### src/rtl/lec_pkg.sv
package lec_pkg;
  localparam int unsigned DATA_W   = 32;
  localparam int unsigned CTRL_OFF = 8'h08;
  localparam int unsigned DATA_OFF = 8'h0C;

  localparam int unsigned GRP_LSB  = 24;
  localparam int unsigned EVT_LSB  = 16;
  localparam int unsigned LANE_LSB = 8;
  localparam int unsigned STAT_BIT = 7;
  localparam int unsigned EN_LSB   = 2;
  localparam int unsigned CLR_LSB  = 0;

  localparam logic [2:0] EN_ON   = 3'd3;
  localparam logic [2:0] EN_OFF  = 3'd1;
  localparam logic [1:0] CLR_CMD = 2'd1;

  typedef struct packed {
    logic [3:0] grp;
    logic [7:0] evt;
    logic [3:0] lane;
  } sel_t;
endpackage

### src/rtl/lec_ctrl_reg.sv
module lec_ctrl_reg
  import lec_pkg::*;
(
  input  logic              clk_i,
  input  logic              rst_ni,
  input  logic              wr_i,
  input  logic [DATA_W-1:0] wdata_i,
  output sel_t              sel_o,
  output logic              en_o,
  output logic              clr_o
);
  logic [2:0] en_code;
  logic [1:0] clr_code;
  sel_t       sel_q;
  logic       en_q;

  assign en_code  = wdata_i[EN_LSB +: 3];
  assign clr_code = wdata_i[CLR_LSB +: 2];

  always_ff @(posedge clk_i or negedge rst_ni) begin
    if (!rst_ni) begin
      sel_q <= '0;
      en_q  <= 1'b0;
    end else if (wr_i) begin
      sel_q.grp  <= wdata_i[GRP_LSB +: 4];
      sel_q.evt  <= wdata_i[EVT_LSB +: 8];
      sel_q.lane <= wdata_i[LANE_LSB +: 4];
      if (en_code == EN_ON)       en_q <= 1'b1;
      else if (en_code == EN_OFF) en_q <= 1'b0;
    end
  end

  assign sel_o = sel_q;
  assign en_o  = en_q;
  assign clr_o = wr_i && (clr_code == CLR_CMD);

  AST_EN_ON: assert property (@(posedge clk_i) disable iff (!rst_ni)
    wr_i && (wdata_i[EN_LSB +: 3] == 3'd3) |=> en_o);
  AST_EN_KEEP: assert property (@(posedge clk_i) disable iff (!rst_ni)
    !(wr_i && (wdata_i[EN_LSB +: 3] == 3'd3 || wdata_i[EN_LSB +: 3] == 3'd1)) |=> $stable(en_o));
endmodule

### src/rtl/lec_evt_mux.sv
module lec_evt_mux
  import lec_pkg::*;
#(
  parameter int GROUPS = 8,
  parameter int EVENTS = 8,
  parameter int LANES  = 4,
  localparam int NUM_GE  = GROUPS * EVENTS,
  localparam int NUM_EVT = NUM_GE * LANES,
  localparam int LANE_IW = (LANES  > 1) ? $clog2(LANES)  : 1,
  localparam int GE_IW   = (NUM_GE > 1) ? $clog2(NUM_GE) : 1
) (
  input  sel_t               sel_i,
  input  logic [NUM_EVT-1:0] evt_i,
  output logic               hit_o
);
  logic [NUM_GE-1:0] per_ge;
  logic [LANE_IW-1:0] lane_idx;
  logic [GE_IW-1:0]   ge_idx;
  logic               in_range;

  assign lane_idx = LANE_IW'(sel_i.lane);
  assign ge_idx   = GE_IW'(int'(sel_i.grp) * EVENTS + int'(sel_i.evt));
  assign in_range = (int'(sel_i.grp) < GROUPS) && (int'(sel_i.evt) < EVENTS)
                 && (int'(sel_i.lane) < LANES);

  // lane pick inside every group/event slot
  for (genvar g = 0; g < GROUPS; g++) begin : g_grp
    for (genvar e = 0; e < EVENTS; e++) begin : g_evt
      localparam int BASE = (g * EVENTS + e) * LANES;
      logic [LANES-1:0] lanes;
      assign lanes = evt_i[BASE +: LANES];
      assign per_ge[g*EVENTS+e] = in_range && lanes[lane_idx];
    end
  end

  assign hit_o = in_range && per_ge[ge_idx];
endmodule

### src/rtl/lec_count.sv
module lec_count
  import lec_pkg::*;
(
  input  logic              clk_i,
  input  logic              rst_ni,
  input  logic              clr_i,
  input  logic              inc_i,
  output logic [DATA_W-1:0] cnt_o
);
  logic [DATA_W-1:0] cnt_q;

  // clear wins over a same-edge increment; wraps modulo 2^DATA_W
  always_ff @(posedge clk_i or negedge rst_ni) begin
    if (!rst_ni)    cnt_q <= '0;
    else if (clr_i) cnt_q <= '0;
    else if (inc_i) cnt_q <= cnt_q + 1'b1;
  end

  assign cnt_o = cnt_q;

  AST_CLR_ZERO: assert property (@(posedge clk_i) disable iff (!rst_ni)
    clr_i |=> (cnt_o == '0));
  AST_IDLE_HOLD: assert property (@(posedge clk_i) disable iff (!rst_ni)
    !clr_i && !inc_i |=> $stable(cnt_o));
endmodule

### src/rtl/lane_evt_counter.sv
module lane_evt_counter
  import lec_pkg::*;
#(
  parameter int GROUPS = 8,
  parameter int EVENTS = 8,
  parameter int LANES  = 4,
  parameter int ADDR_W = 8,
  localparam int NUM_EVT = GROUPS * EVENTS * LANES
) (
  input  logic               clk_i,
  input  logic               rst_ni,
  input  logic               reg_we_i,
  input  logic [ADDR_W-1:0]  reg_addr_i,
  input  logic [31:0]        reg_wdata_i,
  output logic [31:0]        reg_rdata_o,
  input  logic [NUM_EVT-1:0] evt_i
);
  sel_t              sel;
  logic              en, clr, hit, ctrl_wr;
  logic [DATA_W-1:0] cnt;
  logic              is_ctrl, is_data;

  assign is_ctrl = (reg_addr_i == ADDR_W'(CTRL_OFF));
  assign is_data = (reg_addr_i == ADDR_W'(DATA_OFF));
  assign ctrl_wr = reg_we_i && is_ctrl;

  lec_ctrl_reg u_ctrl (
    .clk_i  (clk_i),
    .rst_ni (rst_ni),
    .wr_i   (ctrl_wr),
    .wdata_i(reg_wdata_i),
    .sel_o  (sel),
    .en_o   (en),
    .clr_o  (clr)
  );

  lec_evt_mux #(.GROUPS(GROUPS), .EVENTS(EVENTS), .LANES(LANES)) u_mux (
    .sel_i(sel),
    .evt_i(evt_i),
    .hit_o(hit)
  );

  lec_count u_cnt (
    .clk_i  (clk_i),
    .rst_ni (rst_ni),
    .clr_i  (clr),
    .inc_i  (en && hit),
    .cnt_o  (cnt)
  );

  always_comb begin
    reg_rdata_o = '0;
    if (is_ctrl) begin
      reg_rdata_o[GRP_LSB +: 4]  = sel.grp;
      reg_rdata_o[EVT_LSB +: 8]  = sel.evt;
      reg_rdata_o[LANE_LSB +: 4] = sel.lane;
      reg_rdata_o[STAT_BIT]      = en;
    end else if (is_data) begin
      reg_rdata_o = cnt;
    end
  end

  AST_SEL_KEEPS_CNT: assert property (@(posedge clk_i) disable iff (!rst_ni)
    ctrl_wr && (reg_wdata_i[1:0] != 2'd1) && !(en && hit) |=> $stable(cnt));
endmodule

### config.mk
export PLATFORM = sky130hd
export DESIGN_NAME = lane_evt_counter
export DESIGN_NICKNAME = d
export VERILOG_FILES = /design/src/rtl/lec_pkg.sv /design/src/rtl/lec_ctrl_reg.sv /design/src/rtl/lec_evt_mux.sv /design/src/rtl/lec_count.sv /design/src/rtl/lane_evt_counter.sv
export SDC_FILE = /design/constraint.sdc
export NUM_CORES = 1
export LEC_CHECK = 0
export ABC_CLOCK_PERIOD_IN_PS = 4410
export BUFFER_PORTS_ARGS = -buffer_cell sky130_fd_sc_hd__buf_2
export CAP_MARGIN = 30
export CORE_AREA = 4 4 128 130
export DETAILED_ROUTE_END_ITERATION = 12
export DIE_AREA = 0 0 132 134
export PLACE_DENSITY = 0.75
export SYNTH_ARGS = -nofsm -noshare
export SYNTH_HDL_FRONTEND = slang
export SYNTH_SLANG_ARGS = --single-unit
### constraint.sdc
create_clock -name clk_i -period 4.41 [get_ports clk_i]
set_clock_uncertainty 0.15 [all_clocks]
set_input_delay 0.6615 -clock clk_i [delete_from_list [all_inputs] [get_ports clk_i]]
set_output_delay 0.6615 -clock clk_i [all_outputs]
set_load 0.005 [all_outputs]
==> results_dict.tcl <==
set metrics [dict create \
    result_of_the_run "finished, final reports clean" \
    total_of_max_cap_violations 0 \
    cpLargestDelayFamily "simple AND/OR/NAND/NOR gates" \
    synth_flop_cell "sky130_fd_sc_hd__dfrtp_1" \
    synth_xor_xnor_area_share 0.009209 \
    detail_route.iter0.violations 494 \
    finalMaxSlewViolations 0 \
    design_area_mm2 0.007128 \
    arrival_time_of_data_at_the_critical_path_endpoint_ns 3.85 \
    cts.reportedPaths.clkPinSlew_ns 0.07 \
    antenna_found_initial 3 \
    fin_tns_setup_ns 0 \
    die_width_um 132 \
    post_synth_and_or_nand_nor_area_fraction 0.2262 \
    max_freq_mhz 264.1 \
    syn-instance-count 538 \
    tritoncts "built" \
    starting_density_of_the_core 0.3499 \
    synth_area_per_cell_um2 9.849 \
    boundaryPins 331 \
    cts.repair.resized 0 \
    leak_pwr_uw 0.003493 \
    fp.dieH_um 134 \
    power.density_mw_per_mm2 176.0 \
    floorplan.core_area_mm2 0.01515 \
    finalCoreUtilization 0.4706 \
    timing.critical_path.to_type "register" \
    number_of_rows_created_at_floorplan 45 \
    ys_types 55 \
    ctsHtreeMaxLevel 2 \
    grt_max_degree 48 \
    detailed_place.area_mm2 0.006985 \
    ctsRootBufferMaster "sky130_fd_sc_hd__clkbuf_16" \
    ctsLongestPathBuffers 2 \
    path_buf_inv 1 \
    yosysSeqAreaShare 0.2314 \
    post_cts_hold_buffer_count 0 \
    buffer_ports.inserted 319 \
    final_cell_mix "sky130_fd_sc_hd__buf_2, sky130_fd_sc_hd__mux2i_1, sky130_fd_sc_hd__nand2_1" \
    vdd.ir_drop.worst_mv 0.1297 \
    gp_routability_congestion 0.8584 \
    maxSlewHeadroom 0.3595 \
    antenna_left 0 \
    via_count 5655 \
    dp_hpwl_mm 17.20 \
    share_of_async_settable_or_async_resettable_flops_after_synthesis 1.000 \
    final.hold.worst_slack_ns 0.3040 \
    mostFrequentLayoutCell "sky130_fd_sc_hd__buf_2" \
    via_per_inst 5.533 \
    cp_max_fo 45 \
    detail_route.first_pass.iterations 5 \
    final_nets 1134 \
    setup.worst_path.class "register to register" \
    final-setup-viol-count 0 \
    post_synth_mux_area_share 0.3932 \
    timing_hold_violations_final 0 \
    drc 0 \
    total_nets_after_synthesis 840 \
    wl_per_cell_um 20.34 \
    fp.dieArea_mm2 0.01769 \
    slowest_delay_ns 0.56 \
    critical-path-slowest-cell "sky130_fd_sc_hd__nor2b_1" \
    postRouteWirelength_mm 20.79 \
    yosys_warnings 0 \
    numCtsBuffers 5 \
    synth-compound-area-share 0.08005 \
    grt_first_pass_wirelength_mm 31.73 \
    clock_sinks 49 \
    final_layout_size_suffix_gt1_frac 0.5018 \
    finalCriticalPeriod_ns 3.786 \
    worstHoldPathType "input pin to asynchronous set/reset pin" \
    grt-ovfl-total 0 \
    post_synth_fa_ha_maj_area_fraction 0.008501 \
    synth_top_family_by_area "multiplexers" \
    area_growth_pct 34.52 \
    post_synth_instance_area_mm2 0.005299 \
    timing.critical_path.from_type "register" \
    groute.usage.overall 0.2274 \
    finalCritPeriodShare 0.8586 \
    required_ns 4.48 \
    clock_insertion_delay_worst_skew_ns 0.29 \
    unrepaired_setup_endpoints_after_global_routing "no" \
    worstPathCellList "ha_1 > nor2b_1 > a32o_1 > a31oi_1 > nand4_1 > o21ai_0 > a2111oi_4 > buf_4 > and4b_1 > mux2i_1" \
    first_global_vias 5776 \
    synthesized_flop_and_latch_total 49 \
    post-cts-setup-buffers 0 \
    tightestPinTransition_ns 0.9607 \
    synth-edff-count 0 \
]
-- through the flow --
stage	cells	total power [uW]	worst slack (ns)
after detailed placement	1013	886.9	0.6608
after CTS	1021	1262	0.6589
final	1022	1254	0.6237
after global routing	1022	1319	0.4358
after floorplan	538	692.9	1.299
after global placement	1013	876.1	0.7122
-- where the power goes --
| part | leakage, uW | switching (uW) | internal, uW |
|---|---|---|---|
| combinational | 0.00276 | 158 | 224 |
| clock | 0.0000641 | 167 | 211 |
| sequential | 0.000673 | 34.0 | 460 |
-- worst reg2reg max path, stage by stage, from the launching register on --
cell                        delay [ns]
sky130_fd_sc_hd__dfrtp_1          0.43
sky130_fd_sc_hd__ha_1             0.54
sky130_fd_sc_hd__nor2b_1          0.57
sky130_fd_sc_hd__a32o_1           0.27
sky130_fd_sc_hd__a31oi_1          0.07
sky130_fd_sc_hd__nand4_1          0.17
sky130_fd_sc_hd__o21ai_0          0.18
sky130_fd_sc_hd__a2111oi_4        0.40
sky130_fd_sc_hd__buf_4            0.45
sky130_fd_sc_hd__and4b_1          0.31
sky130_fd_sc_hd__mux2i_1          0.17
-- state kept, by name (all words and copies together) (netlist names) --
name,cells
u_cnt.cnt_o,32
u_ctrl.en_o,1
u_ctrl.sel_o,16
-- path summary, 6_finish.rpt --
kind	cells past startpoint	slack, ns	to	startpoint
setup / recovery	10	0.62	u_cnt.cnt_o[15]$_DFFE_PN0P_	u_ctrl.sel_o[7]$_DFFE_PN0P_
hold / removal	1	0.30	u_cnt.cnt_o[2]$_DFFE_PN0P_	rst_ni
setup reg to reg	10	0.62	u_cnt.cnt_o[15]$_DFFE_PN0P_	u_ctrl.sel_o[7]$_DFFE_PN0P_
hold reg to reg	1	0.39	u_ctrl.sel_o[3]$_DFFE_PN0P_	u_ctrl.sel_o[3]$_DFFE_PN0P_
max in group asynchronous	2	3.06	u_ctrl.sel_o[0]$_DFFE_PN0P_	rst_ni
min in group clk_i	1	0.39	u_ctrl.sel_o[3]$_DFFE_PN0P_	u_ctrl.sel_o[3]$_DFFE_PN0P_
-- synthesized netlist by cell type (all sizes together), types with 4 or more instances --
| master | instances | area, um^2 |
|---|---|---|
| mux2i | 78 | 780.8 |
| mux2 | 21 | 236.5 |
| buf | 25 | 182.7 |
| and2 | 6 | 37.54 |
| nand4 | 21 | 131.4 |
| mux4 | 47 | 1066 |
| clkbuf | 22 | 82.58 |
| a21oi | 15 | 75.07 |
| a22oi | 10 | 75.07 |
| nand2b | 26 | 162.7 |
| nor2b | 6 | 37.54 |
| nand2 | 53 | 198.9 |
| nor2 | 42 | 157.7 |
| nor3 | 7 | 35.03 |
| dfrtp | 49 | 1226 |
| a31o | 4 | 35.04 |
| and3 | 27 | 168.9 |
| nand3 | 26 | 130.1 |
-- logic make-up (layout without fill, tap and decap cells) --
kind of cell             Yosys count  after routing
flip-flops                        49             49
other                              0              1
buffers and inverters             49            344
multiplexers                     146            146
adder cells (fa/ha/maj)            3              3
XOR/XNOR                           4              4
AND/OR/NAND/NOR                  232            232
AO/OA/AOI/OAI                     55             55
-- layer usage --
| metal | GRT usage | vias to the layer above | part of all wire |
|---|---|---|---|
| met3 | 0.06114 | 21 | 0.080 |
| met4 | 0.03267 | 4 | 0.012 |
| met5 | 0 | - | 0.0012 |
| met2 | 0.4011 | 252 | 0.51 |
| li1 | - | 2645 | - |
| met1 | 0.2861 | 2733 | 0.40 |
-- final cells by class --
cell class	count	area, um^2
clock inverters	1	7.507
multi-input cells	440	3800
clock buffers	7	132.6
repair buffers	334	1709
diodes	1	2.502
well taps	188	235.2
fillers	1466	8018
flip-flops and latches	49	1234
inverters	2	7.507
Power figures use the tool's default switching activity.
